===== src/rtl/eeprom_page_writer.sv =====
module eeprom_page_writer #(
  parameter int ADDR_W    = 12,
  parameter int PAGE_BITS = 5,
  parameter int WR_CYCLES = 100
) (
  input  logic              clk,
  input  logic              rst_n,
  input  logic              wp,
  input  logic              addr_we,
  input  logic [ADDR_W-1:0] addr_in,
  input  logic              byte_we,
  input  logic [7:0]        byte_in,
  input  logic              stop_evt,
  input  logic              rstart_evt,
  output logic              busy,
  output logic              arr_we,
  output logic [ADDR_W-1:0] arr_addr,
  output logic [7:0]        arr_wdata
);
  localparam int PAGE_BYTES = 1 << PAGE_BITS;
  localparam int ROW_W      = ADDR_W - PAGE_BITS;
  localparam int CNT_W      = $clog2(WR_CYCLES + 1);

  typedef enum logic [1:0] {S_IDLE, S_FILL, S_COMMIT, S_HOLD} st_t;

  st_t                  st;
  logic [ROW_W-1:0]     row;
  logic [PAGE_BITS-1:0] ptr;
  logic [PAGE_BITS-1:0] idx;
  logic [CNT_W-1:0]     cnt;
  logic [PAGE_BYTES-1:0] mask;
  logic [7:0]           pbuf [PAGE_BYTES];

  logic                  take;
  logic [PAGE_BYTES-1:0] mask_nx;

  assign take    = (st == S_FILL) && byte_we && !rstart_evt && !addr_we;
  assign mask_nx = mask | (take ? (PAGE_BYTES'(1) << ptr) : '0);

  assign busy      = (st == S_COMMIT) || (st == S_HOLD);
  assign arr_we    = (st == S_COMMIT) && mask[idx] && !wp;
  assign arr_addr  = {row, idx};
  assign arr_wdata = pbuf[idx];

  always_ff @(posedge clk)
    if (take) pbuf[ptr] <= byte_in;

  always_ff @(posedge clk) begin
    if (!rst_n) begin
      st   <= S_IDLE;
      row  <= '0;
      ptr  <= '0;
      idx  <= '0;
      cnt  <= '0;
      mask <= '0;
    end else begin
      case (st)
        S_IDLE, S_FILL: begin
          if (rstart_evt) begin
            st   <= S_IDLE;
            mask <= '0;
          end else if (addr_we) begin
            st   <= S_FILL;
            row  <= addr_in[ADDR_W-1:PAGE_BITS];
            ptr  <= addr_in[PAGE_BITS-1:0];
            mask <= '0;
          end else if (st == S_FILL) begin
            if (take) ptr <= ptr + 1'b1;
            if (stop_evt) begin
              if ((|mask_nx) && !wp) begin
                st   <= S_COMMIT;
                idx  <= '0;
                mask <= mask_nx;
              end else begin
                st   <= S_IDLE;
                mask <= '0;
              end
            end else begin
              mask <= mask_nx;
            end
          end
        end
        S_COMMIT: begin
          idx <= idx + 1'b1;
          if (&idx) begin
            st   <= S_HOLD;
            cnt  <= CNT_W'(WR_CYCLES);
            mask <= '0;
          end
        end
        default: begin
          if (cnt == '0) st <= S_IDLE;
          else           cnt <= cnt - 1'b1;
        end
      endcase
    end
  end
endmodule


===== config.mk =====
export PLATFORM = sky130hd
export DESIGN_NAME = eeprom_page_writer
export DESIGN_NICKNAME = d
export VERILOG_FILES = /design/src/rtl/eeprom_page_writer.sv
export SDC_FILE = /design/constraint.sdc
export NUM_CORES = 1
export LEC_CHECK = 0
export ABC_AREA = 1
export BUFFER_PORTS_ARGS = -buffer_cell sky130_fd_sc_hd__buf_4
export CAP_MARGIN = 20
export CORE_UTILIZATION = 55
export CTS_CLUSTER_SIZE = 14
export DETAILED_ROUTE_END_ITERATION = 12
export GPL_TIMING_DRIVEN = 1
export PLACE_DENSITY = 0.75
export SLEW_MARGIN = 15
export SYNTH_ARGS = -nofsm -noshare
export SYNTH_HDL_FRONTEND = slang
export SYNTH_SLANG_ARGS = --single-unit
export TNS_END_PERCENT = 10

===== constraint.sdc =====
create_clock -name clk -period 2.13 [get_ports clk]
set_input_delay 0.1065 -clock clk [delete_from_list [all_inputs] [get_ports clk]]
set_output_delay 0.1065 -clock clk [all_outputs]
set_load 0.03 [all_outputs]

==> reports/metrics.cfg, run 1 <==
[floorplan]
rows=57
die_x_um=161
start_util=0.566
io_pins=49
core_um2=24500
die-height_um=161
dieArea_um2=25800

[power]
power.density_nw_per_um2=730
leakage_nw=6.13
clkPwrFrac=0.437
swShare=0.214
p_comb_frac=0.038
peakVddDrop_uv=596
p_sw_mw=2.74
p_int_mw=10.1
sequentialPowerShare=0.525
power.total_mw=12.9

[cts]
tritoncts=yes
numCtsBuffers=34
path_clk_slew_ns=0.06
cts_max_path_buffers=3
insertion_delay_ns=0.52
cts_sinks=319
cts_root_buffer=clkbuf_16
cts_max_level=2

[placed_design]
hpwlAfterDp_um=23500
portBuffers=48
place_inst=1691
dpl-instance-area_um2=15400
routabilityCongestion=0.956

[outcome]
outcome=finished with violations
violations=negative setup slack

[grt]
grt_pass1_vias=11225
overflow=0
grt.total_usage=0.321
grt_pass1_wl_um=63300
grt_max_degree=33
antenna_found_initial=0

[detailed_routing]
via_per_inst=6.33
drc_errors=0
avgRoutedWirePerCell_um=23.4
drt_iter0_markers=1497
ant_nets=0
wirelength_um=42100
dr.pass1.iters=6
num_vias=11387

[yosys]
synth_cells=1269
yosys.area.top_type=edfxtp_1
synthArstFlopShare=0
synth_flop_cell=edfxtp_1
synth_common_cells=nor2_1 (289), edfxtp_1 (256), o21ai_0 (169), nand2_1 (89), clkbuf_1 (73)
postSynthAreaPerCell_um2=10.9
yosysTopAreaCellShare=0.556
syn-cell-area_um2=13800
ys_top_cells_by_area=edfxtp_1 (56%), dfxtp_1 (9.1%), nor2_1 (7.8%), o21ai_0 (6.1%), o221ai_1 (3.4%)
synth_cell_types=40
ys_warn_count=0
syn_nets=1306
post-synth-top-count-cell=nor2_1
seq_area_frac_synth=0.647
synth_edf_count=256
synth-seq-cells=319

[sta]
holdWs_ns=0.0194
rsz0062_at_grt=true
finalCriticalPeriod_ns=2.55
fmax_ghz=0.392
slew_violations=0
max_slew.worst_pin.slew_ns=0.517
post-route-period-util=1.20
slew_headroom=0.655
fin_worst_skew_ns=0.0325
setup_ws_ns=-0.419
setup_violations=45
hold_viol=0

[min_path]
hold_class=in2reg

[critical_path]
worstSetupStartpointType=register
slowest_stage=dfxtp_4
r2r_slack_ns=-0.10
critPathMaxStageDelay_ns=0.46
required_ns=2.02
worst_setup_path_end_kind=output port
path_cells=clkinv_8, buf_16, buf_6, o21ai_1, o221ai_1, a31oi_2, a32oi_2, buf_6
r2r_cells=15
r2r_start=ptr[0]
critical_path_class=reg2out
crit_top_cell=buf_6
arrival_ns=2.44
critPathMaxFanout=12
critPathCapture=arr_wdata[0]

[layout]
diodes=0
area_growth_pct=27.4
nets=1487
fin_area_um2=17600
drive_gt1_frac=0.292
layoutNonFillerInstCount=1798
final_core_util=0.720

[run]
max_cap_viol_count=0

==> logic make-up after synthesis <==
| group | synth area share |
|---|---|
| AOI/OAI and AO/OA | 0.141 |
| xor gates and xnor gates | 0.00317 |
| adders and majority gates | 0.00904 |
| buffers and inverters | 0.0383 |
| DFF | 0.647 |
| and+or+nand+nor | 0.161 |
==> layer usage <==
metal / GRT usage / vias up / wire length, µm
met3: 0.0563 / 154 / 4460
met4: 0.158 / 0 / 2010
met5: 0 / - / 0
li1: - / 4929 / -
met2: 0.529 / 884 / 20400
met1: 0.412 / 5420 / 15300
==> power by group through the flow <==
stage	clock (mW)	sequential [mW]	combinational [mW]
4_1_cts	5.60	6.75	0.478
5_1_grt	5.86	6.75	0.525
3_3_place_gp	0	6.88	0.431
2_1_floorplan	0	6.90	0.189
3_5_place_dp	0	6.88	0.437
6_report	5.61	6.75	0.492
==> worst min-delay path by stage <==
stage                       end  cells past startpoint         from
finish               pbuf[6][2]                      1   byte_in[2]
global route        pbuf[24][3]                      1   byte_in[3]
CTS                 pbuf[27][2]                      1   byte_in[2]
detailed placement       row[2]                      3   addr_in[7]
global placement         row[5]                      3  addr_in[10]
floorplan            pbuf[0][0]                      0   byte_in[0]
==> per-stage QoR <==
stage	setup TNS [ns]	setup slack (ns)
global placement	-2.69	-0.133
finish	-3.45	-0.419
global route	-9.99	-0.404
CTS	-2.45	-0.298
floorplan	-0.401	-0.0634
detailed placement	-3.71	-0.183
==> cell usage in the layout, fill, tap and decap left out, drive strengths merged <==
master	count
dlygate4sd3	21
a21oi	49
or2	3
nor3	5
nand3	50
a31oi	12
o211ai	2
o31ai	1
clkbuf	48
o221ai	53
o21ai	170
nor4	2
buf	204
ha	10
clkinvlp	4
a32oi	7
nor2	309
bufinv	1
xor2	4
nand4	10
nand2	121
o22ai	20
edfxtp	256
inv	30
bufbuf	2
dfxtp	63
xnor2	1
clkinv	16
==> critical path: cells and delay by family (launching register included) <==
| family | cells | cell delay (ns) |
|---|---|---|
| AOI/OAI and AO/OA | 4 | 0.84 |
| buffers and inverters | 4 | 0.63 |
| DFF | 1 | 0.46 |
==> state kept, by name, summed over array words and instances, names as in the netlist, named ones only <==
signal,count
idx,5
st,2
cnt,7
mask,32
row,7
pbuf,256
ptr,5
==> cell type report <==
class	count	area, µm²
Inverter	36	163
Tap cell	324	405
Timing Repair Buffer	230	2350
Sequential cell	319	8960
Fill cell	1543	6840
Clock buffer	45	933
Multi-Input combinational cell	829	4710
Clock inverter	15	100
==> what timing repair did <==
action                     CTS  global route
setup endpoints to repair   52            67
pin swaps                   32            49
gates cloned                10             3
resized for setup           70            79
hold buffers                21             0
buffers inserted             7             9
hold endpoints to repair    14             0
Power figures use the tool's default switching activity.
==> inputs of run 2 (changes only) <==
==> constraint.sdc (replaced) <==
create_clock -name clk -period 2.13 [get_ports clk]
set_input_delay 0.3195 -clock clk [delete_from_list [all_inputs] [get_ports clk]]
set_output_delay 0.3195 -clock clk [all_outputs]
set_load 0.03 [all_outputs]
==> run 2 against run 1 <==
The run still ends with negative setup slack left. Clock power grew 6.4%. Non-clock buffer count fell by 1. Total power rose by 2.5%. Largest cell class unchanged. Highest routed layer unchanged.
==> reports/metrics.cfg, run 2 (same netlist as run 1, synthesis figures left out) <==
[critical_path]
r2r_cells=15  ; unchanged
required_ns=1.81  ; -0.21 ns
critical_path_class=reg2out
critPathCapture=arr_wdata[0]
worstSetupStartpointType=register
critPathMaxFanout=7  ; -5
r2r_start=ptr[0]
r2r_slack_ns=-0.13  ; -0.03 ns
arrival_ns=2.44  ; about the same
r2r_end=mask[11]
worst_setup_path_end_kind=output port

[detailed_routing]
wirelength_um=43200  ; +2.5%
drc_errors=0  ; unchanged
ant_nets=0  ; unchanged
num_vias=11515  ; +1.1%
drt_iter0_markers=1708  ; +14%
via_per_inst=6.40  ; +1.0%
dr.pass1.iters=6  ; unchanged
avgRoutedWirePerCell_um=24.0  ; +2.4%

[grt]
overflow=0  ; unchanged
grt_pass1_wl_um=59600  ; -5.8%
grt_max_degree=45  ; +36%
grt_pass1_vias=10769  ; -4.1%
antenna_found_initial=0  ; unchanged
grt.total_usage=0.304  ; -0.0170

[sta]
post-route-period-util=1.30  ; +0.0995
finalCriticalPeriod_ns=2.76  ; +0.212 ns
slew_violations=0  ; unchanged
rsz0062_at_grt=true
setup_violations=47  ; +4.4%
setup_ws_ns=-0.631  ; -0.212 ns
fin_worst_skew_ns=0.0259  ; -0.00659 ns
hold_viol=0  ; unchanged
max_slew.worst_pin.slew_ns=0.668  ; +0.151 ns
fmax_ghz=0.362  ; -7.7%
slew_headroom=0.554  ; -0.101

[layout]
multiInputGateArea_um2=4870  ; +3.4%
seqCellArea_um2=8970  ; +0.11%
final_cell_mix=nor2_1 (271), edfxtp_1 (256), buf_4 (163), o21ai_0 (113), nand2_1 (89)
nets=1488  ; +0.067%
area_growth_pct=29.8
drive_gt1_frac=0.325  ; +0.0328
top_register=pbuf
final_common_cell=nor2_1
final_core_util=0.734  ; +0.0136
nFillCells=1535  ; -0.52%
diodes=0  ; unchanged
largest_register_ffs=256  ; unchanged
reg.largest.list=pbuf: 256 flops, mask: 32 flops

[power]
leakage_nw=6.26  ; +2.2%
peakVddDrop_uv=591  ; -0.82%
power.total_mw=13.2  ; +2.5%
power.density_nw_per_um2=734  ; +0.64%

[floorplan]
start_util=0.566  ; unchanged
core_um2=24500  ; unchanged
io_pins=49  ; unchanged
die-height_um=161  ; unchanged
dieArea_um2=25800  ; unchanged
rows=57  ; unchanged
die_x_um=161  ; unchanged

[cts]
hold_buffers=0  ; -100%
cts_root_buffer=clkbuf_16
insertion_delay_ns=0.54  ; +0.02 ns
cts_sinks=319  ; unchanged
cts_max_path_buffers=3  ; unchanged
numCtsBuffers=35  ; +2.9%
path_clk_slew_ns=0.05  ; about the same
tritoncts=yes
cts_max_level=2  ; unchanged

[placed_design]
routabilityCongestion=0.904  ; -5.4%
portBuffers=48  ; unchanged
hpwlAfterDp_um=23500  ; about the same

[outcome]
violations=negative setup slack
outcome=finished with violations

[min_path]
hold_class=in2reg

[run]
max_cap_viol_count=0  ; unchanged

[run 2: changes by cell type in the layout (fill, tap and decap cells not counted), moves of 9 or more]
cell	previous run	this run
dlygate4sd3_1	21	0
o21ai_0	131	113
o21ai_1	26	38
o221ai_1	40	31
o221ai_2	13	22
[run 2: layout make-up]
| cell class | count | share of cell area |
|---|---|---|
| repair buffers | 229 | 0.135 |
| repair inverters | 1 | 0.000279 |
| inverters | 36 | 0.00920 |
| flip-flops and latches | 319 | 0.500 |
| clock inverters | 17 | 0.00969 |
| clock buffers | 45 | 0.0526 |
| well taps | 324 | 0.0226 |
| multi-input cells | 829 | 0.271 |
[run 2: report_power, final]
group | switching (mW) | total (mW) | internal (mW) | leakage, nW
Combinational | 0.313 | 0.457 | 0.144 | 2.91
Sequential | 0.0148 | 6.75 | 6.74 | 2.81
Clock | 2.47 | 5.97 | 3.51 | 0.542
[run 2: how the worst min path moves through the flow]
stage | from | to | slack [ns] | cells after the start
final | addr_in[8] | row[3] | 0.03 | 3
after global placement | cnt[0] | cnt[0] | 0.41 | 1
after global routing | addr_in[11] | row[6] | 0.04 | 3
after detailed placement | cnt[0] | cnt[0] | 0.42 | 1
after CTS | addr_in[8] | row[3] | 0.02 | 3
after floorplan | cnt[0] | cnt[0] | 0.40 | 1
[run 2: timing repair]
item	CTS	global route
gates cloned	9	11
resized for setup	71	136
pin swaps	30	58
setup buffers	9	18
endpoints found under the setup margin	52	70
[run 2: worst max-delay path, stage by stage (launching register included)]
cell and delay, ns:
dfxtp_4 0.43, buf_12 0.17, buf_12 0.11, clkbuf_16 0.14, nor2_1 0.05, o221ai_1 0.29
nand3_2 0.26, a32oi_4 0.30, buf_6 0.17
[run 2: through the flow]
stage | area [µm²] | setup slack (ns) | TNS, ns | hold WS [ns] | std cells
after floorplan | 13900 | -0.0634 | -1.48 | 0.403 | 1269
after global placement | 15600 | -0.136 | -4.28 | 0.411 | 1696
after detailed placement | 15600 | -0.164 | -5.53 | 0.421 | 1696
after CTS | 17300 | -0.470 | -7.42 | 0.0247 | 1776
after global routing | 18000 | -0.705 | -12.61 | 0.0394 | 1800
final | 18000 | -0.631 | -7.76 | 0.0256 | 1800
[run 2: layer usage]
layer	vias up	GRT usage	routed length (µm)
met5	-	0	0
met4	0	0.149	2350
met3	188	0.0519	4440
met2	904	0.497	20900
met1	5490	0.395	15500
li1	4933	-	-
==> inputs of run 3 (changes only) <==
ABC_AREA = not set   (was 1)
==> run 3 against run 2 <==
The run still ends with negative setup slack left. Critical path type unchanged. Maximum frequency down 10%. Clock power down 17%. Setup slack worse by 0.31 ns. Count of clock-buffer cells in the layout down 6. Largest power group unchanged. Die area down 6.6%. Sequential cell count unchanged. Total power down 7.9%.
==> reports/metrics.cfg, run 3 <==
[sta]
slew_headroom=0.603  ; +0.0486
hold_viol=0  ; unchanged
setup_ws_ns=-0.945  ; -0.313 ns
max_slew.worst_pin.slew_ns=0.595  ; -0.0730 ns
setup_violations=49  ; +4.3%
post-route-period-util=1.44  ; +0.147
rsz0062_at_grt=true
fmax_ghz=0.325  ; -10%
fin_worst_skew_ns=0.0240  ; -0.00187 ns
slew_violations=0  ; unchanged
finalCriticalPeriod_ns=3.07  ; +0.313 ns
tns_ns=-16.20  ; -8.44 ns

[layout]
final_common_cell=edfxtp_1
area_growth_pct=23.5
drive_gt1_frac=0.373  ; +0.0483
diodes=0  ; unchanged
final_cell_mix=edfxtp_1 (256), buf_4 (103), mux4_2 (90), dfxtp_1 (56), nand2_1 (41)
top_register=pbuf
reg.largest.list=pbuf: 256 flops, mask: 32 flops
layoutNonFillerInstCount=1218  ; -32%
largest_register_ffs=256  ; unchanged
nets=920  ; -38%

[cts]
numCtsBuffers=30  ; -14%
cts_max_level=1  ; -1
cts_max_path_buffers=3  ; unchanged
path_clk_slew_ns=0.06  ; about the same
tritoncts=yes
insertion_delay_ns=0.57  ; +0.03 ns
cts_root_buffer=clkbuf_16
cts_sinks=319  ; unchanged

[outcome]
violations=negative setup slack
outcome=finished with violations

[yosys]
postSynthAreaPerCell_um2=17.2  ; +58%
ys_top_cells_by_area=edfxtp_1 (60%), mux4_2 (16%), dfxtp_1 (9.8%), o32ai_1 (2.0%), nor2_1 (1.3%)
synth_cells=750  ; -41%
synth_flop_cell=edfxtp_1
synth-seq-cells=319  ; unchanged
synth_edf_count=256  ; unchanged
post-synth-top-count-cell=edfxtp_1
yosys.area.top_type=edfxtp_1
synthArstFlopShare=0  ; unchanged
syn-cell-area_um2=12900  ; -6.7%
ys_warn_count=0  ; unchanged
seq_area_frac_synth=0.693  ; +0.0465
yosysTopAreaCellShare=0.596  ; +0.0400
syn_nets=787  ; -40%
synth_cell_types=46  ; +15%
synth_common_cells=edfxtp_1 (256), mux4_2 (90), dfxtp_1 (63), nor2_1 (46), nand2_1 (42)

[floorplan]
io_pins=49  ; unchanged
dieArea_um2=24100  ; -6.6%
die_x_um=155  ; -3.4%
start_util=0.565  ; -0.000651
core_um2=22800  ; -6.6%
rows=55  ; -3.5%
die-height_um=155  ; -3.4%

[detailed_routing]
num_vias=7545  ; -34%
ant_nets=0  ; unchanged
via_per_inst=6.19  ; -3.2%
drt_iter0_markers=694  ; -59%
dr.pass1.iters=5  ; -1
drc_errors=0  ; unchanged
avgRoutedWirePerCell_um=25.8  ; +7.3%
wirelength_um=31400  ; -27%

[critical_path]
required_ns=1.81  ; about the same
critPathMaxFanout=6  ; -1
critical_path_class=reg2out
worst_setup_path_end_kind=output port
slowest_stage=mux4_2
arrival_ns=2.76  ; +0.32 ns
worstSetupStartpointType=register
path_cells=buf_12, buf_12, mux4_2, mux4_2, mux2_4, buf_6
critPathMaxStageDelay_ns=0.55  ; +0.12 ns

[placed_design]
hpwlAfterDp_um=19000  ; -19%
routabilityCongestion=0.899  ; -0.55%
portBuffers=48  ; unchanged
place_inst=1143  ; -33%

[grt]
grt.total_usage=0.267  ; -0.0371
overflow=0  ; unchanged
antenna_found_initial=2  ; +2
grt_pass1_vias=7707  ; -28%
grt_pass1_wl_um=46500  ; -22%
grt_max_degree=33  ; -27%

[power]
power.density_nw_per_um2=761  ; +3.7%
peakVddDrop_uv=777  ; +31%
leakage_nw=5.07  ; -19%

[min_path]
hold_class=in2reg

[run]
max_cap_viol_count=0  ; unchanged

run 3: logic make-up after synthesis:
kind of cell / after synthesis / synth area share
fa+ha+maj: 10 / 0.00969
buf+inv: 87 / 0.0265
simple gates: 144 / 0.0531
compound gates: 82 / 0.0463
mux: 100 / 0.166
flops: 319 / 0.693
xor+xnor: 8 / 0.00543
run 3: layout make-up:
class / instances / area (µm²)
flip-flops and latches: 319 / 8960
multi-input cells: 344 / 3920
fillers: 1437 / 6910
clock inverters: 15 / 105
well taps: 313 / 392
clock buffers: 39 / 795
repair buffers: 147 / 1610
inverters: 41 / 155
run 3: where the power goes:
group	leakage, nW	internal (mW)	switching, mW
Sequential	2.81	6.73	0.0123
Clock	0.440	2.74	2.25
Combinational	1.82	0.153	0.257
run 3: metal layers:
layer / vias to the layer above / part of all wire / GRT usage
met5: - / 0.00086 / 0
met4: 4 / 0.031 / 0.0817
met3: 64 / 0.072 / 0.0421
met2: 385 / 0.52 / 0.468
met1: 3829 / 0.38 / 0.345
li1: 3263 / - / -
run 3: worst paths after layout:
path                from           end  cells after the start  slack (ns)
max reg2reg       idx[0]      mask[26]                     14       -0.26
min          addr_in[11]        row[6]                      3        0.01
max             register  arr_wdata[5]                      6       -0.94
min reg2reg       row[6]        row[6]                      2        0.46
run 3: repair_timing:
action / in CTS / in global routing
resized for setup: 37 / 15
gates cloned: 7 / 1
setup endpoints to repair: 120 / 125
hold buffers: 0 / 0
pin swaps: 5 / 3
setup buffers: 10 / 4
run 3: critical path: cells and delay by family, from the launching register on:
| kind | cells | cell delay (ns) |
|---|---|---|
| buffers and inverters | 3 | 0.44 |
| flip-flops | 1 | 0.41 |
| multiplexers | 3 | 1.34 |
run 3: metrics by stage:
step | instance area (µm²) | power [mW] | utilization | hold slack, ns | worst slack (ns)
2_1_floorplan | 13200 | 7.05 | - | 0.418 | -0.120
3_3_place_gp | 14500 | 7.23 | 0.636 | 0.445 | -0.369
3_5_place_dp | 14500 | 7.25 | 0.636 | 0.450 | -0.394
4_1_cts | 15800 | 12.2 | 0.694 | 0.00122 | -0.949
5_1_grt | 15900 | 12.4 | 0.698 | 0.000986 | -1.00
6_report | 15900 | 12.1 | 0.698 | 0.0141 | -0.945
